File: config.mk
export PLATFORM = sky130hd
export DESIGN_NAME = divstep_unit
export DESIGN_NICKNAME = d
export VERILOG_FILES = /design/src/rtl/divstep_pkg.sv /design/src/rtl/divstep_alu.sv /design/src/rtl/divstep_init.sv /design/src/rtl/divstep_unit.sv
export SDC_FILE = /design/constraint.sdc
export NUM_CORES = 1
export LEC_CHECK = 0
export ABC_AREA = 1
export CORE_MARGIN = 4
export CORE_UTILIZATION = 50
export DETAILED_ROUTE_END_ITERATION = 8
export HOLD_SLACK_MARGIN = 0.1
export PLACE_DENSITY = 0.79
export SLEW_MARGIN = 20
export SYNTH_ARGS = -nofsm -noshare
export SYNTH_HDL_FRONTEND = slang
export SYNTH_SLANG_ARGS = --single-unit
export TNS_END_PERCENT = 100
File: constraint.sdc
create_clock -name clk_i -period 6.2 [get_ports clk_i]
set_input_delay 0.62 -clock clk_i [delete_from_list [all_inputs] [get_ports clk_i]]
set_output_delay 0.62 -clock clk_i [all_outputs]
set_load 0.005 [all_outputs]
File: src/rtl/divstep_pkg.sv
package divstep_pkg;
  localparam int unsigned DATA_W = 32;

  typedef struct packed {
    logic q;
    logic m;
    logic t;
  } divstep_flags_t;
endpackage

File: src/rtl/divstep_alu.sv
module divstep_alu #(
  parameter int unsigned W = 32
) (
  input  logic [W-1:0] rem_i,
  input  logic         q_i,
  input  logic         m_i,
  input  logic         t_i,
  input  logic [W-1:0] divisor_i,
  output logic [W-1:0] rem_o,
  output logic         q_o,
  output logic         t_o
);
  localparam int unsigned EW = W + 1;

  logic [W-1:0]  shifted;
  logic [EW-1:0] wide;
  logic          do_sub;
  logic          wrap;

  always_comb begin
    shifted = {rem_i[W-2:0], t_i};
    do_sub  = (q_i == m_i);
    if (do_sub) wide = {1'b0, shifted} - {1'b0, divisor_i};
    else        wide = {1'b0, shifted} + {1'b0, divisor_i};
    wrap  = wide[W];
    rem_o = wide[W-1:0];
    q_o   = rem_i[W-1] ^ wrap ^ m_i;
    t_o   = (q_o == m_i);
  end
endmodule

File: src/rtl/divstep_init.sv
module divstep_init
  import divstep_pkg::*;
(
  input  logic           signed_i,
  input  logic           num_msb_i,
  input  logic           den_msb_i,
  output divstep_flags_t flags_o
);
  always_comb begin
    if (signed_i) begin
      flags_o.q = num_msb_i;
      flags_o.m = den_msb_i;
      flags_o.t = num_msb_i ^ den_msb_i;
    end else begin
      flags_o = '0;
    end
  end
endmodule

File: src/rtl/divstep_unit.sv
module divstep_unit
  import divstep_pkg::*;
#(
  parameter int unsigned W = DATA_W
) (
  input  logic         clk_i,
  input  logic         rst_ni,
  input  logic         init_i,
  input  logic         signed_i,
  input  logic         step_i,
  input  logic         wr_rem_i,
  input  logic         wr_t_i,
  input  logic         t_d_i,
  input  logic [W-1:0] data_i,
  input  logic [W-1:0] divisor_i,
  output logic [W-1:0] rem_o,
  output logic         q_o,
  output logic         m_o,
  output logic         t_o
);
  logic [W-1:0]   rem_q;
  divstep_flags_t flg_q;
  divstep_flags_t init_flags;
  logic [W-1:0]   step_rem;
  logic           step_q;
  logic           step_t;

  divstep_init u_init (
    .signed_i  (signed_i),
    .num_msb_i (data_i[W-1]),
    .den_msb_i (divisor_i[W-1]),
    .flags_o   (init_flags)
  );

  divstep_alu #(.W(W)) u_alu (
    .rem_i     (rem_q),
    .q_i       (flg_q.q),
    .m_i       (flg_q.m),
    .t_i       (flg_q.t),
    .divisor_i (divisor_i),
    .rem_o     (step_rem),
    .q_o       (step_q),
    .t_o       (step_t)
  );

  // priority: init > step > register writes
  always_ff @(posedge clk_i or negedge rst_ni) begin
    if (!rst_ni) begin
      rem_q <= '0;
      flg_q <= '0;
    end else if (init_i) begin
      flg_q <= init_flags;
    end else if (step_i) begin
      rem_q   <= step_rem;
      flg_q.q <= step_q;
      flg_q.t <= step_t;
    end else begin
      if (wr_rem_i) rem_q   <= data_i;
      if (wr_t_i)   flg_q.t <= t_d_i;
    end
  end

  assign rem_o = rem_q;
  assign q_o   = flg_q.q;
  assign m_o   = flg_q.m;
  assign t_o   = flg_q.t;
endmodule

Word-level counts from Yosys, hierarchy flattened. Index checks and enable logic that the tools add are counted. W data, S select, Z words.

$add $sub $neg: 2. Bitwise gates (word level): 4. Divide/modulo/power cells: 0. Magnitude comparators: 0. Multiplexer cells: 9. Multipliers: 0. Shift-type cells: 0. Reduce and logical (&&, ||, !) cells: 4. Eq/ne operators: 2.

Operator list (number): $mux W32 (2); $add A32 B32 Y33 (1); $mux W33 (1); $sub A32 B32 Y33 (1); $mux W1 (5); $reduce_bool A2 Y1 (2); $mux W3 (1); $reduce_bool A3 Y1 (1); $xor A1 B1 Y1 (3); $eq A1 B1 Y1 (2); $reduce_and A2 Y1 (1); $not A1 Y1 (1).

Memory bits (read-only): 0. Input port bits: 72. Logic and storage cells: 25. Register bits after elaboration: 35. Memory bits (writable): 0. Memories: 0. Bits in latches: 0.

Logic depth before layout (Yosys ltp). Gate-level depths: netlist of run 1.

Depth in word-level cells: 7. Gate-level depth with buffers: 27. Depth with buffers taken out: 27.

Modules after synthesis. From an unflattened synthesis of run 1, not the netlist that was laid out.

Cells, all modules: 775. Area total of the unflattened synthesis: 4737.0 um^2.

By module, submodules not included: divstep_alu (area each 2806.4 um^2, times used 1, seq. area each 0.0 um^2, cells an instance 502); divstep_unit (area each 1899.3 um^2, times used 1, seq. area each 875.8 um^2, cells an instance 266); divstep_init (area each 31.3 um^2, times used 1, seq. area each 0.0 um^2, cells an instance 7).

Worst setup path before layout of run 1. Ideal clock, no wire load.

Path type: input to register. Start: in divisor_i[1]. End: reg flg_q, in the netlist q_o. Path buffers: 0. Cell stages on the path: 25. Arrival time: 3.224 ns. Setup time: 0.073 ns. Setup slack: 2.903 ns. Required time: 6.127 ns. Path through: inv_1 ha_1 nand3_1 nor2_1 inv_1 nor3_1 nand2_1 o21ai_1 o21ai_0 xor2_1 ha_1 nand2_1 inv_1 nand3_1 nor3b_2 nand2_1 nand2_1 nand2_1 nand2_1 nand2_1 nand2_1 nand2_1 nand2_1 nand2_1 a21oi_2.

Word-level cells in the longest chain between the ends: 6. Elaborated cells between the ends (all ways): 7. Those cells by class: add/sub: 2; mux: 3; bitwise: 2.

Ends and longest elaborated chain: start, declared (RTL line divstep_unit.sv:15) `input logic [W-1:0] divisor_i,`; $add A32 B32 Y33 / $sub A32 B32 Y33 (equally long branches) (RTL line divstep_alu.sv:24, divstep_alu.sv:23); $mux W33 (*) (RTL line divstep_alu.sv:23) `if (do_sub) wide = {1'b0, shifted} - {1'b0, divisor_i};`; $xor A1 B1 Y1 (*) (2 in a row) (RTL line divstep_alu.sv:27) `q_o = rem_i[W-1] ^ wrap ^ m_i;`; $mux W1 (*) (RTL line divstep_unit.sv:53) `end else if (step_i) begin`; $mux W1 (*) (RTL line divstep_unit.sv:51) `end else if (init_i) begin`; end signal, assigned (RTL line divstep_unit.sv:52) `flg_q <= init_flags;`; end, declared (RTL line divstep_unit.sv:22) `divstep_flags_t flg_q;`.

Mark *: on every way between the ends. The rest lies on a longest branch, timed or not. The select of a mux whose other input is x is not followed. A chain may end at the register's enable or synchronous reset.

Final worst setup path of run 1.
Start: in divisor_i[0]. End: reg flg_q, in the netlist q_o.

Same word-level chain as after synthesis.

==> flow_summary.json, run 1 <==
{
  "synth_edf_count": 0,
  "synth_most_common_cell": "nand2_1",
  "endpoint_kind": "register",
  "grt_pass1_wl_mm": 24.6,
  "critPathMaxFanout": 4,
  "comb_power_share_pct": 78.5,
  "row_count": 34,
  "gp_congestion": 1.05,
  "die_x_um": 103,
  "relSlewSlack_pct": 38.8,
  "power.internal_mw": 1.30,
  "clk_pin_slew_ns": 0.08,
  "cts_buffers": 5,
  "io_buffer_count": 106,
  "power.total_mw": 2.91,
  "cp.arrival_ns": 4.40,
  "ys_top_cells_by_count": "185 x nand2_1, 94 x inv_1, 86 x nor2_1",
  "drc": 0,
  "clockPowerShare_pct": 6.8,
  "firstDrtPassIters": 6,
  "p_per_area_nw_per_um2": 506,
  "wl_per_cell_um": 17.0,
  "synth_cell_types": 43,
  "dieArea_um2": 10500,
  "holdBufCountCts": 0,
  "setup_viol": 0,
  "synth_area_leaders": "dfrtp_1 20%, nand2_1 15%, ha_1 9.2%",
  "track_usage_pct": 29.8,
  "fin_setup_tns_ns": 0,
  "fp.dieH_um": 103,
  "status": "completed",
  "slew_violations": 0,
  "drv_cap": 0,
  "skew_ns": 0.00866,
  "p_leak_nw": 2.83,
  "first_global_vias": 5090,
  "h-tree-depth": 2,
  "post_dp_cell_area_um2": 5650,
  "p_sw_share_pct": 55.2,
  "synthCells": 720,
  "critPathLaunchType": "primary input",
  "dpl_worst_slack_ns": 1.81,
  "yosysTopAreaCellShare_pct": 19.5,
  "hold_path_class": "register to register",
  "p_sw_mw": 1.60,
  "setup_slack_ns": 2.02,
  "drtIter0Drc": 379,
  "cp_data_required_time_ns": 6.43,
  "core-area_um2": 8720,
  "synth_seq_cells": 35,
  "synth_nets": 826,
  "cts_tree": "yes",
  "fin_nets": 927,
  "fmax_mhz": 239,
  "yosys_warnings": 0,
  "grt_max_degree": 48,
  "grt.overflow.total": 0,
  "netlist.top_cell.by_area": "dfrtp_1",
  "place_hpwl_mm": 12.7,
  "finalHoldViolations": 0,
  "syn-cell-area_um2": 4480,
  "start_util_pct": 51.4,
  "ys.flop_type": "dfrtp_1",
  "ctsLongestPathBuffers": 2,
  "fin_crit_ns": 4.18,
  "worst_pin_slew_ns": 0.912,
  "diodes": 0,
  "root_buffer": "clkbuf_8",
  "ir_drop_mv": 0.266,
  "whs_ns": 0.535,
  "rsz0062_at_grt": "no",
  "ys_seq_area_share_pct": 19.5,
  "drive_gt1_share_pct": 3.77,
  "cts_post_setup_buffers_inserted": 0,
  "ant_nets": 0,
  "avgSynthCellArea_um2": 6.23,
  "r2r_cells": 18,
  "min_delay_path_depth": 2,
  "final_area_um2": 5750,
  "wirelength_mm": 15.8,
  "fin_crit_sh_pct": 67.3,
  "vias_per_cell": 5.68,
  "path_class": "primary input to register",
  "numClockSinks": 35,
  "worstSkewPairLatency_ns": 0.29,
  "synth_async_sr_flop_share_pct": 100,
  "syn_to_final_growth_pct": 28.2,
  "p_seq_share_pct": 14.7,
  "cts-resized-gates": 0,
  "io_pins": 107,
  "antenna_found_initial": 0,
  "vias": 5284
}
## critical path: stages
cell	delay, ns
clkdlybuf4s50_1	0.48
inv_1	0.09
ha_1	0.16
nand3_1	0.10
nor2_1	0.18
inv_1	0.09
nor3_1	0.21
nand2_1	0.14
o21ai_1	0.21
o21ai_0	0.14
xor2_1	0.27
ha_1	0.33
nand2_1	0.10
inv_1	0.08
nand2_1	0.07
nand2_1	0.07
nand2_1	0.07
nand2_1	0.04
a21oi_1	0.30
nand3_1	0.16
nand2_1	0.09
nand2_1	0.06
nand2_1	0.08
nand2_1	0.05
nand2_1	0.05
nand2_1	0.05
a21oi_2	0.11
## layer usage
layer	wire, um	track usage, %	share of wire (%)
met2	7510	52.5	48
met3	1180	4.80	7.5
met1	6680	37.4	42
met4	399	8.58	2.5
met5	0	0	0
## power groups by stage
stage,sequential (mW),clock (mW),combinational [mW]
floorplan,0.404,0,1.52
global placement,0.425,0,2.20
detailed placement,0.428,0,2.24
CTS,0.425,0.205,2.25
global route,0.437,0.212,2.53
finish,0.427,0.199,2.28
## layout by cell type, fill, tap and decap left out, types with 4 or more instances in the layout
master	n
a21o_1	7
o21bai_1	6
clkdlybuf4s50_1	106
nand4_1	4
o21a_1	6
dfrtp_1	35
o21ai_0	45
inv_1	94
ha_1	33
xor2_1	35
or2_2	4
clkbuf_8	7
a21oi_1	44
xnor2_1	8
nor4_1	5
nand3_1	46
nor2_1	86
o211ai_1	11
a31oi_1	8
nand2_1	185
nor3_1	8
## per-stage QoR
step | util [%] | cells
floorplan | - | 720
global placement | 64.8 | 922
detailed placement | 64.8 | 922
CTS | 65.9 | 930
global route | 65.9 | 930
finish | 65.9 | 930
## worst paths after layout
check / start / end / slack, ns
max in group asynchronous: rst_ni / rem_o[18] / 5.04
worst max-delay path: divisor_i[0] / q_o / 2.02
min in group asynchronous: rst_ni / rem_o[1] / 0.79
worst max register to register: m_o / rem_o[20] / 2.05
worst min register to register: rem_o[27] / rem_o[27] / 0.53
worst min-delay path: rem_o[27] / rem_o[27] / 0.53
## registers in the layout, summed over array words and instances (netlist names)
| signal | cells |
|---|---|
| t_o | 1 |
| rem_o | 32 |
| q_o | 1 |
| m_o | 1 |
## cell families after synthesis
kind of cell    Yosys count  synth area share (%)
xor+xnor                 43                  8.40
simple gates            351                  33.8
flops                    35                  19.5
fa+ha+maj                34                  9.65
compound gates          147                  19.4
buf+inv                 110                  9.24
## cell type report
cell class                 instances  area [um^2]
fill                             749         2970
clock buffer                       8          100
timing repair buffer             109         1080
multi-input combinational        575         3200
inverter                          95          357
tap                              108          135
sequential                        35          876
Power figures use the tool's default switching activity.
==> run 2: changes to the inputs <==
--- a/config.mk
+++ b/config.mk
@@ -7,10 +7,10 @@
 export LEC_CHECK = 0
 export ABC_AREA = 1
 export CORE_MARGIN = 4
-export CORE_UTILIZATION = 50
+export CORE_UTILIZATION = 47
 export DETAILED_ROUTE_END_ITERATION = 8
 export HOLD_SLACK_MARGIN = 0.1
-export PLACE_DENSITY = 0.79
+export PLACE_DENSITY = 0.78
 export SLEW_MARGIN = 20
 export SYNTH_ARGS = -nofsm -noshare
 export SYNTH_HDL_FRONTEND = slang
==> constraint.sdc (replaced) <==
create_clock -name clk_i -period 3.51 [get_ports clk_i]
set_input_delay 0.351 -clock clk_i [delete_from_list [all_inputs] [get_ports clk_i]]
set_output_delay 0.351 -clock clk_i [all_outputs]
set_load 0.005 [all_outputs]
==> flow_summary.json, run 2 (synthesized netlist as in run 1, its figures left out) <==
{
  "p_seq_share_pct": 11.6,
  "first_global_vias": 5720,
  "worstPathCellList": "dlymetal6s2s_1 -> buf_6 -> nor3_4 -> nand4_4 -> nor3_4 -> nand4_4 -> nor2_4 -> nand3_2 -> nand2_2 -> xor2_2 -> ha_4 -> nand2_1 -> nand2_1 -> buf_4 -> nand3_1 -> nand3_1 -> nand2_1 -> a21oi_1 -> nor3_1 -> nand2_1 -> nand2_1 -> nand2_1 -> nor2_2 -> o21ai_0",
  "cp.arrival_ns": 3.51,
  "fin_crit_sh_pct": 94.9,
  "status": "completed",
  "critPathMaxFanout": 4,
  "drtIter0Drc": 389,
  "largest_register_ffs": 32,
  "row_count": 35,
  "fin_nets": 1047,
  "crit_family": "simple AND/OR/NAND/NOR gates",
  "die_x_um": 106,
  "cts_tree": "yes",
  "power.total_mw": 6.79,
  "ctsLongestPathBuffers": 2,
  "place_inst": 1055,
  "setup_viol": 0,
  "antenna_found_initial": 0,
  "clockPowerShare_pct": 4.8,
  "hold_path_class": "register to register",
  "core-area_um2": 9280,
  "p_sw_mw": 3.40,
  "firstDrtPassIters": 5,
  "dpl_worst_slack_ns": -0.460,
  "cpMostUsedCell": "nand2_1",
  "cpMaxStageDelayCell": "nor3_4",
  "io_buffer_count": 106,
  "wl_per_cell_um": 16.8,
  "slew_violations": 0,
  "drc": 0,
  "grt.overflow.total": 0,
  "endpoint_kind": "register",
  "p_per_area_nw_per_um2": 954,
  "start_util_pct": 48.3,
  "crit_buf_inv": 3,
  "fin_crit_ns": 3.33,
  "power.internal_mw": 3.39,
  "grt_pass1_wl_mm": 28.1,
  "path_class": "primary input to register",
  "gp_congestion": 1.00,
  "ir_drop_mv": 0.407,
  "track_usage_pct": 31.3,
  "fmax_mhz": 300,
  "syn_to_final_growth_pct": 58.7,
  "holdBufCountCts": 0,
  "endpoint": "rem_o[30]",
  "worstSkewPairLatency_ns": 0.30,
  "timing.rr.end": "rem_o[21]",
  "layout.cells.non_filler": 1071,
  "cts_buffers": 5,
  "comb_power_share_pct": 83.6,
  "place_hpwl_mm": 14.2,
  "wirelength_mm": 18.0,
  "cp_data_required_time_ns": 3.69,
  "cp_slowest_stage_delay_ns": 0.25,
  "cp.depth": 24,
  "final_cell_mix": "173 x nand2_1, 121 x buf_4, 99 x clkdlybuf4s50_1",
  "r2r_cells": 20,
  "crit_start": "divisor_i[0]",
  "drv_cap": 0,
  "numClockSinks": 35,
  "setup_slack_ns": 0.180,
  "p_sw_share_pct": 50.0,
  "worst_pin_slew_ns": 1.02,
  "grt_max_degree": 38,
  "r2r_setup_slack_ns": 0.19,
  "vias_per_cell": 5.42,
  "dieArea_um2": 11200,
  "ant_nets": 0,
  "r2r-start": "m_o",
  "final_common_cell": "nand2_1",
  "skew_ns": 0.0112,
  "p_leak_nw": 3.49,
  "vias": 5805,
  "drive_gt1_share_pct": 23.9,
  "finalHoldViolations": 0,
  "diodes": 0,
  "fp.dieH_um": 106,
  "h-tree-depth": 2,
  "relSlewSlack_pct": 31.6,
  "clk_pin_slew_ns": 0.09,
  "critPathLaunchType": "primary input",
  "root_buffer": "clkbuf_8",
  "io_pins": 107
}
-- run 2: cell types whose count changed in the layout (fill, tap and decap cells not counted), moves of 6 or more --
cell | previous run | this run
ha_1 | 33 | 21
buf_4 | 3 | 121
a21oi_2 | 3 | 15
nand2_1 | 185 | 173
nand2_2 | 3 | 14
clkdlybuf4s50_1 | 106 | 99
dlymetal6s2s_1 | 0 | 7
ha_4 | 0 | 11
nor2_2 | 0 | 7
inv_1 | 94 | 88
nor2_1 | 86 | 77
a21oi_1 | 44 | 32
-- run 2: layer usage --
metal  global-route usage [%]  share of wire [%]  vias up
met1                     42.2                 45     2736
li1                         -                  -     2812
met3                     3.92                6.0       33
met4                     8.23                2.1        0
met5                        0                  0        -
met2                     53.1                 47      224
-- run 2: final cells by class --
class | count | area [um^2]
Sequential cell | 35 | 876
Timing Repair Buffer | 229 | 2010
Multi-Input combinational cell | 575 | 3630
Tap cell | 129 | 161
Inverter | 95 | 363
Clock buffer | 7 | 76.3
Fill cell | 752 | 2170
Clock inverter | 1 | 5.00
-- run 2: worst reg2reg max path: stages, from the launching register on --
cell	delay, ns
dfrtp_1	0.40
or2_2	0.31
nand2_2	0.10
clkinvlp_4	0.15
nand2_1	0.14
xor2_1	0.16
inv_1	0.06
ha_1	0.32
a21oi_1	0.31
inv_1	0.10
a21oi_2	0.17
inv_1	0.06
nand2_1	0.05
nand2_1	0.14
a21o_1	0.23
nand3_1	0.09
nand2_1	0.05
nand2_1	0.06
nand3_1	0.12
nand2_1	0.12
nand2_1	0.05
-- run 2: per-stage QoR --
step	instance area, um^2	TNS (ns)	hold slack (ns)	utilization, %
3_5_place_dp	6520	-5.97	0.509	70.2
4_1_cts	6750	0	0.531	72.7
3_3_place_gp	6520	-4.07	0.503	70.2
2_1_floorplan	4480	0	0.0554	-
5_1_grt	7120	-0.135	0.566	76.7
6_report	7120	0	0.534	76.7
-- run 2: worst min path at each step --
stage / cells after the start / to / from
finish: 1 / rem_o[6] / rem_o[6]
global route: 2 / rem_o[12] / rem_o[12]
CTS: 2 / rem_o[23] / rem_o[23]
detailed placement: 2 / rem_o[23] / rem_o[23]
global placement: 2 / rem_o[4] / rem_o[4]
floorplan: 0 / m_o / rst_ni
-- run 2: repair_timing --
| action | 4_1_cts | 5_1_grt |
|---|---|---|
| pin swaps | 6 | 31 |
| resized for setup | 28 | 73 |
| gates cloned | 0 | 0 |
| setup endpoints to repair | 11 | 21 |
| setup buffers | 2 | 6 |
-- run 2: power groups by stage --
stage	clock [mW]	combinational (mW)	sequential [mW]
after detailed placement	0	5.01	0.759
after global routing	0.342	6.20	0.809
after global placement	0	4.92	0.757
after CTS	0.322	5.18	0.760
final	0.327	5.67	0.790
after floorplan	0	2.69	0.714
